`config.mk`:
```
export PLATFORM = sky130hd
export DESIGN_NAME = qry_resp
export DESIGN_NICKNAME = d
export VERILOG_FILES = /design/src/rtl/qry_pkg.sv /design/src/rtl/qry_addr_map.sv /design/src/rtl/qry_cmd_fsm.sv /design/src/rtl/qry_rd_mux.sv /design/src/rtl/qry_resp.sv
export SDC_FILE = /design/constraint.sdc
export NUM_CORES = 1
export LEC_CHECK = 0
export CAP_MARGIN = 15
export CORE_ASPECT_RATIO = 2
export CORE_MARGIN = 5
export CORE_UTILIZATION = 40
export CTS_BUF_LIST = sky130_fd_sc_hd__clkbuf_4 sky130_fd_sc_hd__clkbuf_8 sky130_fd_sc_hd__clkbuf_16
export CTS_CLUSTER_DIAMETER = 200
export DETAILED_ROUTE_END_ITERATION = 8
export DONT_BUFFER_PORTS = 1
export GPL_TIMING_DRIVEN = 0
export PLACE_DENSITY = 0.66
export SLEW_MARGIN = 20
export SYNTH_ARGS = -nofsm -noshare
export SYNTH_HDL_FRONTEND = slang
export SYNTH_SLANG_ARGS = --single-unit
export TNS_END_PERCENT = 5
```
`constraint.sdc`:
```
create_clock -name clk -period 2.1 [get_ports clk]
set_input_delay 0.105 -clock clk [delete_from_list [all_inputs] [get_ports clk]]
set_output_delay 0.105 -clock clk [all_outputs]
set_load 0.01 [all_outputs]
```
`src/rtl/qry_pkg.sv`:
```
package qry_pkg;

    typedef enum logic [1:0] {
        MD_ARRAY   = 2'd0,
        MD_AUTOSEL = 2'd1,
        MD_QUERY   = 2'd2
    } mode_e;

    localparam logic [7:0] CMD_QUERY   = 8'h98;
    localparam logic [7:0] CMD_AUTOSEL = 8'h90;
    localparam logic [7:0] CMD_RESET   = 8'hF0;
    localparam logic [7:0] CMD_ADDR    = 8'h55;
    localparam logic [7:0] TAB_FIRST   = 8'h10;
    localparam logic [7:0] TAB_LAST    = 8'h26;

    typedef struct packed {
        logic       in_tab;
        logic       lane_ok;
        logic [7:0] off;
    } loc_t;

    function automatic logic [7:0] tab_entry(input logic [7:0] off);
        logic [7:0] v;
        case (off)
            8'h10: v = 8'h51;
            8'h11: v = 8'h52;
            8'h12: v = 8'h59;
            8'h13: v = 8'h02;
            8'h15: v = 8'h40;
            8'h1B: v = 8'h27;
            8'h1C: v = 8'h36;
            8'h1F: v = 8'h07;
            8'h20: v = 8'h07;
            8'h21: v = 8'h0A;
            8'h23: v = 8'h03;
            8'h24: v = 8'h05;
            8'h25: v = 8'h04;
            default: v = 8'h00;
        endcase
        return v;
    endfunction

endpackage

```
`src/rtl/qry_addr_map.sv`:
```
module qry_addr_map #(
    parameter int ADDR_W = 8
) (
    input  logic              byte_mode,
    input  logic [ADDR_W-1:0] addr,
    output logic [ADDR_W-1:0] waddr,
    output qry_pkg::loc_t     loc
);
    import qry_pkg::*;

    always_comb begin
        if (byte_mode) waddr = {1'b0, addr[ADDR_W-1:1]};
        else           waddr = addr;
        loc.lane_ok = !(byte_mode && addr[0]);
        loc.in_tab  = (waddr >= ADDR_W'(TAB_FIRST)) && (waddr <= ADDR_W'(TAB_LAST));
        loc.off     = waddr[7:0];
    end

endmodule

```
`src/rtl/qry_cmd_fsm.sv`:
```
module qry_cmd_fsm #(
    parameter int ADDR_W = 8
) (
    input  logic              clk,
    input  logic              rst,
    input  logic              wr_en,
    input  logic              ready,
    input  logic [7:0]        cmd,
    input  logic [ADDR_W-1:0] waddr,
    output qry_pkg::mode_e    mode
);
    import qry_pkg::*;

    mode_e mode_n;
    logic  at_cmd;

    assign at_cmd = (waddr == ADDR_W'(CMD_ADDR));

    always_comb begin
        mode_n = mode;
        if (wr_en) begin
            if (cmd == CMD_RESET) begin
                mode_n = MD_ARRAY;
            end else if (at_cmd && ready) begin
                if (cmd == CMD_QUERY && mode != MD_QUERY)
                    mode_n = MD_QUERY;
                else if (cmd == CMD_AUTOSEL && mode == MD_ARRAY)
                    mode_n = MD_AUTOSEL;
            end
        end
    end

    always_ff @(posedge clk) begin
        if (rst) mode <= MD_ARRAY;
        else     mode <= mode_n;
    end

endmodule

```
`src/rtl/qry_rd_mux.sv`:
```
module qry_rd_mux #(
    parameter int          DATA_W   = 16,
    parameter logic [7:0]  MFR_CODE = 8'h01
) (
    input  logic              clk,
    input  logic              rst,
    input  logic              rd_en,
    input  qry_pkg::mode_e    mode,
    input  qry_pkg::loc_t     loc,
    input  logic              at_zero,
    input  logic [DATA_W-1:0] array_data,
    output logic [DATA_W-1:0] rdata
);
    import qry_pkg::*;

    localparam int PAD_W = DATA_W - 8;

    logic [DATA_W-1:0] rd_n;

    always_comb begin
        rd_n = '0;
        unique case (mode)
            MD_QUERY:
                if (loc.in_tab && loc.lane_ok)
                    rd_n = {{PAD_W{1'b0}}, tab_entry(loc.off)};
            MD_AUTOSEL:
                if (at_zero && loc.lane_ok)
                    rd_n = {{PAD_W{1'b0}}, MFR_CODE};
            default:
                rd_n = array_data;
        endcase
    end

    always_ff @(posedge clk) begin
        if (rst)        rdata <= '0;
        else if (rd_en) rdata <= rd_n;
    end

endmodule

```
`src/rtl/qry_resp.sv`:
```
module qry_resp #(
    parameter int         ADDR_W   = 8,
    parameter int         DATA_W   = 16,
    parameter logic [7:0] MFR_CODE = 8'h01
) (
    input  logic              clk,
    input  logic              rst,
    input  logic              wr_en,
    input  logic              rd_en,
    input  logic              byte_mode,
    input  logic              ready,
    input  logic [ADDR_W-1:0] addr,
    input  logic [DATA_W-1:0] wdata,
    input  logic [DATA_W-1:0] array_data,
    output logic [DATA_W-1:0] rdata
);
    import qry_pkg::*;

    logic [ADDR_W-1:0] waddr;
    loc_t              loc;
    mode_e             mode;
    logic              at_zero;

    assign at_zero = (waddr == '0);

    qry_addr_map #(.ADDR_W(ADDR_W)) u_map (
        .byte_mode (byte_mode),
        .addr      (addr),
        .waddr     (waddr),
        .loc       (loc)
    );

    qry_cmd_fsm #(.ADDR_W(ADDR_W)) u_fsm (
        .clk   (clk),
        .rst   (rst),
        .wr_en (wr_en),
        .ready (ready),
        .cmd   (wdata[7:0]),
        .waddr (waddr),
        .mode  (mode)
    );

    qry_rd_mux #(.DATA_W(DATA_W), .MFR_CODE(MFR_CODE)) u_mux (
        .clk        (clk),
        .rst        (rst),
        .rd_en      (rd_en),
        .mode       (mode),
        .loc        (loc),
        .at_zero    (at_zero),
        .array_data (array_data),
        .rdata      (rdata)
    );

endmodule

```
### Yosys cells after proc, flatten, opt, wreduce, memory -nomap -nowiden

Memory sizes are Yosys's and may differ from the RTL's.
Index checks and enable logic that the tools add are counted.

* multiplexer cells: 9
* eq/ne operators: 7
* order comparisons: 2
* reduce and logical (&&, ||, !) cells: 14

Operator list (number)
* case mux 16 bit (2 select lines): 1
* == test 8 bit, second input constant: 3
* 2-to-1 mux 8 bit: 3
* == test 8 x 7 -> 1 bit, second input constant: 1
* greater-or-equal comparator 8 x 5 -> 1 bit, second input constant: 1
* less-or-equal comparator 8 x 6 -> 1 bit, second input constant: 1
* logical NOT 8 bit: 1
* 2-to-1 mux 2 bit: 4
* logical AND 1 bit: 7
* logical NOT 2 bit: 2
* AND reduction 3 bit: 1
* nonzero test 3 bit: 1
* == test 2 x 1 -> 1 bit, second input constant: 1
* == test 2 bit, second input constant: 1
* inequality test 2 bit, second input constant: 1
* nonzero test 2 bit: 1
* logical NOT 1 bit: 1
* 2-to-1 mux 1 bit: 1

* input port bits: 46
* bits in registers: 18
* bits in read-only memories: 448
* memories kept: 1

Memory list
* (no name shown): depth 64, width 7, read ports 1, clocked after memory_dff 0, write ports 0, line qry_pkg.sv:24 `case (off)`

### Logic depth before layout (Yosys ltp)

* depth in word-level cells: 6
* depth in mapped cells: 11

### Cells and area by module

Synthesis repeated with hierarchy kept, for this count alone.

* cells, all modules: 163
* area total of the unflattened synthesis: 1433.9 um^2

By module, submodules not included
* qry_rd_mux: area each 958.4 um^2, instances 1, sequential area each 320.3 um^2, cells an instance 110
* qry_cmd_fsm: area each 231.5 um^2, instances 1, sequential area each 40.0 um^2, cells an instance 23
* qry_addr_map: area each 225.2 um^2, instances 1, sequential area each 0.0 um^2, cells an instance 27
* qry_resp: area each 18.8 um^2, instances 1, sequential area each 0.0 um^2, cells an instance 3

### Least setup slack after synthesis

No wires, ideal clock.

* path kind: input-to-reg
* start point: in byte_mode
* end point: reg u_mux.rdata[1]
* arrival time: 2.070 ns
* buffers on the path: 3
* stages on the path: 11
* required time: 1.968 ns
* setup slack: -0.102 ns
* path through: buf_6 -> buf_2 -> buf_1 -> mux2i_1 -> inv_1 -> ha_1 -> nor2b_1 -> o21ai_0 -> a21oi_1 -> o31ai_1 -> a21oi_1

* longest elaborated chain between the ends: 6

RTL lines
* start, declared: line qry_resp.sv:10 `input logic byte_mode,`
* parallel branches: the longest is 4 deep, another holds memory (64 x 7 bit)
* 2-to-1 mux 8 bit (*): line qry_rd_mux.sv:24 `if (loc.in_tab && loc.lane_ok)`
* case mux 16 bit (2 select lines) (*): line qry_rd_mux.sv:22 `unique case (mode)`
* end signal, assigned: line qry_rd_mux.sv:36 `else if (rd_en) rdata <= rd_n;`
* end, declared: line qry_rd_mux.sv:12 `output logic [DATA_W-1:0] rdata`

Mark *: on every way between the ends.
A chain may end at the register's enable or synchronous reset.

### Worst setup path in the final report

* start point: reg u_fsm.mode[1]
* end point: reg u_mux.rdata[3]

* longest elaborated chain between the ends: 2

RTL lines
* start, declared: line qry_cmd_fsm.sv:10 `output qry_pkg::mode_e mode`
* start signal, assigned: line qry_cmd_fsm.sv:35 `else mode <= mode_n;`
* == test 2 x 1 -> 1 bit / == test 2 bit (equally long branches): line qry_rd_mux.sv:22
* case mux 16 bit (2 select lines) (*): line qry_rd_mux.sv:22

Mark *: on every way between the ends. The rest lies on a longest branch, timed or not.

==> summary.txt <==
Critical path
  • Crit Reg-Reg Endpoint: u_mux.rdata[3]$_SDFFE_PP0P_
  • Critical path launch point type: flop
  • Critical path launch point: u_fsm.mode[1]$_SDFFE_PP0P_
  • Worst EP arrival: 2.08 ns
  • Worst-case reg-to-reg path depth: 6
  • Crit path to: u_mux.rdata[3]$_SDFFE_PP0P_
  • Required @ worst endpoint: 2.29 ns
  • Crit end category: flop
  • Crit path kind: reg2reg
  • Reg-to-reg startpoint: u_fsm.mode[1]$_SDFFE_PP0P_
  • Crit-path max FO: 4
  • Register-to-Register Setup Slack: 0.21 ns

Outcome
  • Status: complete, but fails checks
  • Failing checks: hold timing

Logic synthesis
  • Post-synth EDFFs: 0
  • Cell taking the most area after synthesis: dfxtp_1
  • Syn avg cell area: 7.587 um^2
  • Post-synth ARST share: 0
  • Cells after synthesis: 203
  • Post-synth cell types: 47
  • Top cells by area, synth: dfxtp_1 23%, nor2b_1 8.9%, a21oi_1 8.4%
  • Seq cells post-synth: 18
  • Commonest cells post-synth: 26 x a21oi_1, 22 x nor2b_1, 18 x dfxtp_1, 17 x nor2_1, 14 x nand2_1
  • Yosys top cell area share: 0.2340
  • Ys flop type: dfxtp_1
  • Most numerous cell in the Yosys netlist: a21oi_1
  • Seq/Total Area, Yosys: 0.2340
  • Mapped Nets: 258
  • Cell Area, Synth: 1540 um^2
  • Ys Warns: 0

Run
  • Max-Cap Viols: 0

Timing
  • Fin crit share: 0.9013
  • Max transition margin: 0.6711
  • Fin crit period: 1.893 ns
  • Fin. Hold Viols: 2
  • Worst-Margin Slew: 0.4933 ns
  • RSZ-0062 raised after global routing: no
  • Count of final setup violators: 0
  • Maximum clock frequency: 0.5283 GHz
  • Max Clock Skew: 0.002317 ns
  • Final hold slack: -0.001603 ns
  • Final Slew Violations: 0
  • Setup_tns: 0 ns

Routing
  • ANT nets after route: 0
  • DRC Markers: 0
  • Pre-antenna DRT Iters: 4
  • WL final: 4102 um
  • Via count: about 1500
  • Vias per cell: 5.700
  • DR WL/cell: 15.78 um
  • Number of DRC markers in iteration 0: 36

Global route
  • First-pass GRT wire length: ~6400 um
  • Vias in the first global route: 1448
  • GRT Residual Overflow: 0
  • Gr usage total: 0.1577
  • Initial antenna violation count: 0
  • Largest net degree at the start of global routing: 11

CTS
  • Total clock buffers created by CTS: 3
  • CTS root buf: clkbuf_8
  • H-tree Lvls: 1
  • Clk pin slew, worst setup/hold paths: roughly 0.060 ns
  • CTS tree: built
  • Bufs on Longest Clock Path: 2
  • Insertion delay to the later sink of the worst-skew pair: 0.25 ns
  • Sink Count: 18
  • Post-CTS setup buffer count: 0

Power and ir drop
  • Worst vdd ir: just under 300 uV
  • Leakage: 0.6202 nW
  • Int Pwr: 0.0006086 W
  • Sw Ratio: 0.2831
  • Combinational fraction of design power: 0.230
  • Flop pwr share: 0.446
  • Clk pwr share: 0.323
  • PnR Total Power: 0.0008489 W
  • P_sw: 0.0002403 W
  • PD cells: approximately 500 nW/um^2

Floorplanning
  • Initial core utilization: 0.4049
  • CORE AREA: 3804 um^2
  • FP Rows: 32
  • Die Wd: approximately 54 um
  • Die extent in y: 97.76 um
  • Die ar.: approximately 5300 um^2
  • I/O pin count: 62

Finish
  • Diodes inserted: 0
  • Layout cells sized above 1: 0.08612
  • Nets@finish: around 270
  • Area delta synth->final: 10.64%

Placed design
  • Hpwl dp: 3480 um
  • PortBufs: 0
  • Placer congestion estimate: ~0.8

Hold path
  • Hold Crit Class: in2reg
[cells by family after synthesis]
group | Yosys count | synth area share
simple gates | 83 | 0.3176
buf+inv | 26 | 0.07718
flops | 18 | 0.2340
fa+ha+maj | 9 | 0.07311
mux | 5 | 0.03250
compound gates | 62 | 0.2656
[metrics by stage]
step	util	worst slack, ns	cells	area (um^2)
finish	0.4480	0.2072	260	1704
global placement	0.4220	-0.2899	254	1605
CTS	0.4454	0.009739	261	1694
floorplan	-	0.02511	203	1541
global route	0.4480	0.02636	260	1704
detailed placement	0.4220	-0.3089	254	1605
[critical path, stage by stage (launching register included)]
cell and delay (ns):
dfxtp_1 0.38, inv_1 0.08, ha_1 0.33, nand2_1 0.11, a2111oi_4 0.32, or4b_1 0.48, a21oi_1 0.13
[repair_timing]
action,4_1_cts,5_1_grt
endpoints found under the setup margin,1,4
endpoints found under the hold margin,3,0
hold buffers,3,0
resized for setup,1,4
[layer usage]
metal  track usage  part of all wire  wire, um
met5             0                 0         0
met4        0.1063             0.049       199
met3       0.02748             0.079       324
met2        0.2991              0.56      2283
met1        0.1335              0.32      1293
[flip-flops by register name, indices dropped and copies added (netlist names)]
register and flops:
u_mux.rdata 16, u_fsm.mode 2
[power by group through the flow]
stage | combinational (W) | clock, W | sequential [W]
after global routing | 0.000217 | 0.000301 | 0.000380
after floorplan | 0.000150 | 0 | 0.000382
after global placement | 0.000185 | 0 | 0.000386
final | 0.000196 | 0.000275 | 0.000379
after detailed placement | 0.000188 | 0 | 0.000386
after CTS | 0.000194 | 0.000282 | 0.000379
[cell usage in the layout, fill, tap and decap left out, drive strengths merged, types with 5 or more instances in the layout]
cell	n
clkbuf	14
inv	10
o22ai	6
a21oi	27
o21ai	7
mux2i	5
buf	5
nand2b	5
dfxtp	18
nor2	17
nor2b	22
ha	9
nand2	14
[layout make-up]
type,count,area (um^2)
clock buffer,4,55.05
inverter,10,37.54
buffer,15,80.08
multi-input combinational,159,1077
fill,384,2100
sequential,18,360.3
timing repair buffer,3,30.03
tap,51,63.81
[worst min-delay path by stage]
stage              startpoint                           end  slack (ns)  cells after the start
3_5_place_dp   array_data[10]  u_mux.rdata[10]$_SDFFE_PP0P_        0.26                      2
3_3_place_gp   array_data[14]  u_mux.rdata[14]$_SDFFE_PP0P_        0.25                      2
2_1_floorplan  array_data[10]  u_mux.rdata[10]$_SDFFE_PP0P_        0.24                      2
6_report        array_data[8]   u_mux.rdata[8]$_SDFFE_PP0P_      -0.002                      2
5_1_grt        array_data[15]  u_mux.rdata[15]$_SDFFE_PP0P_        0.01                      2
4_1_cts         array_data[8]   u_mux.rdata[8]$_SDFFE_PP0P_      0.0008                      2
Note: power is estimated with default switching activity, not from simulation.
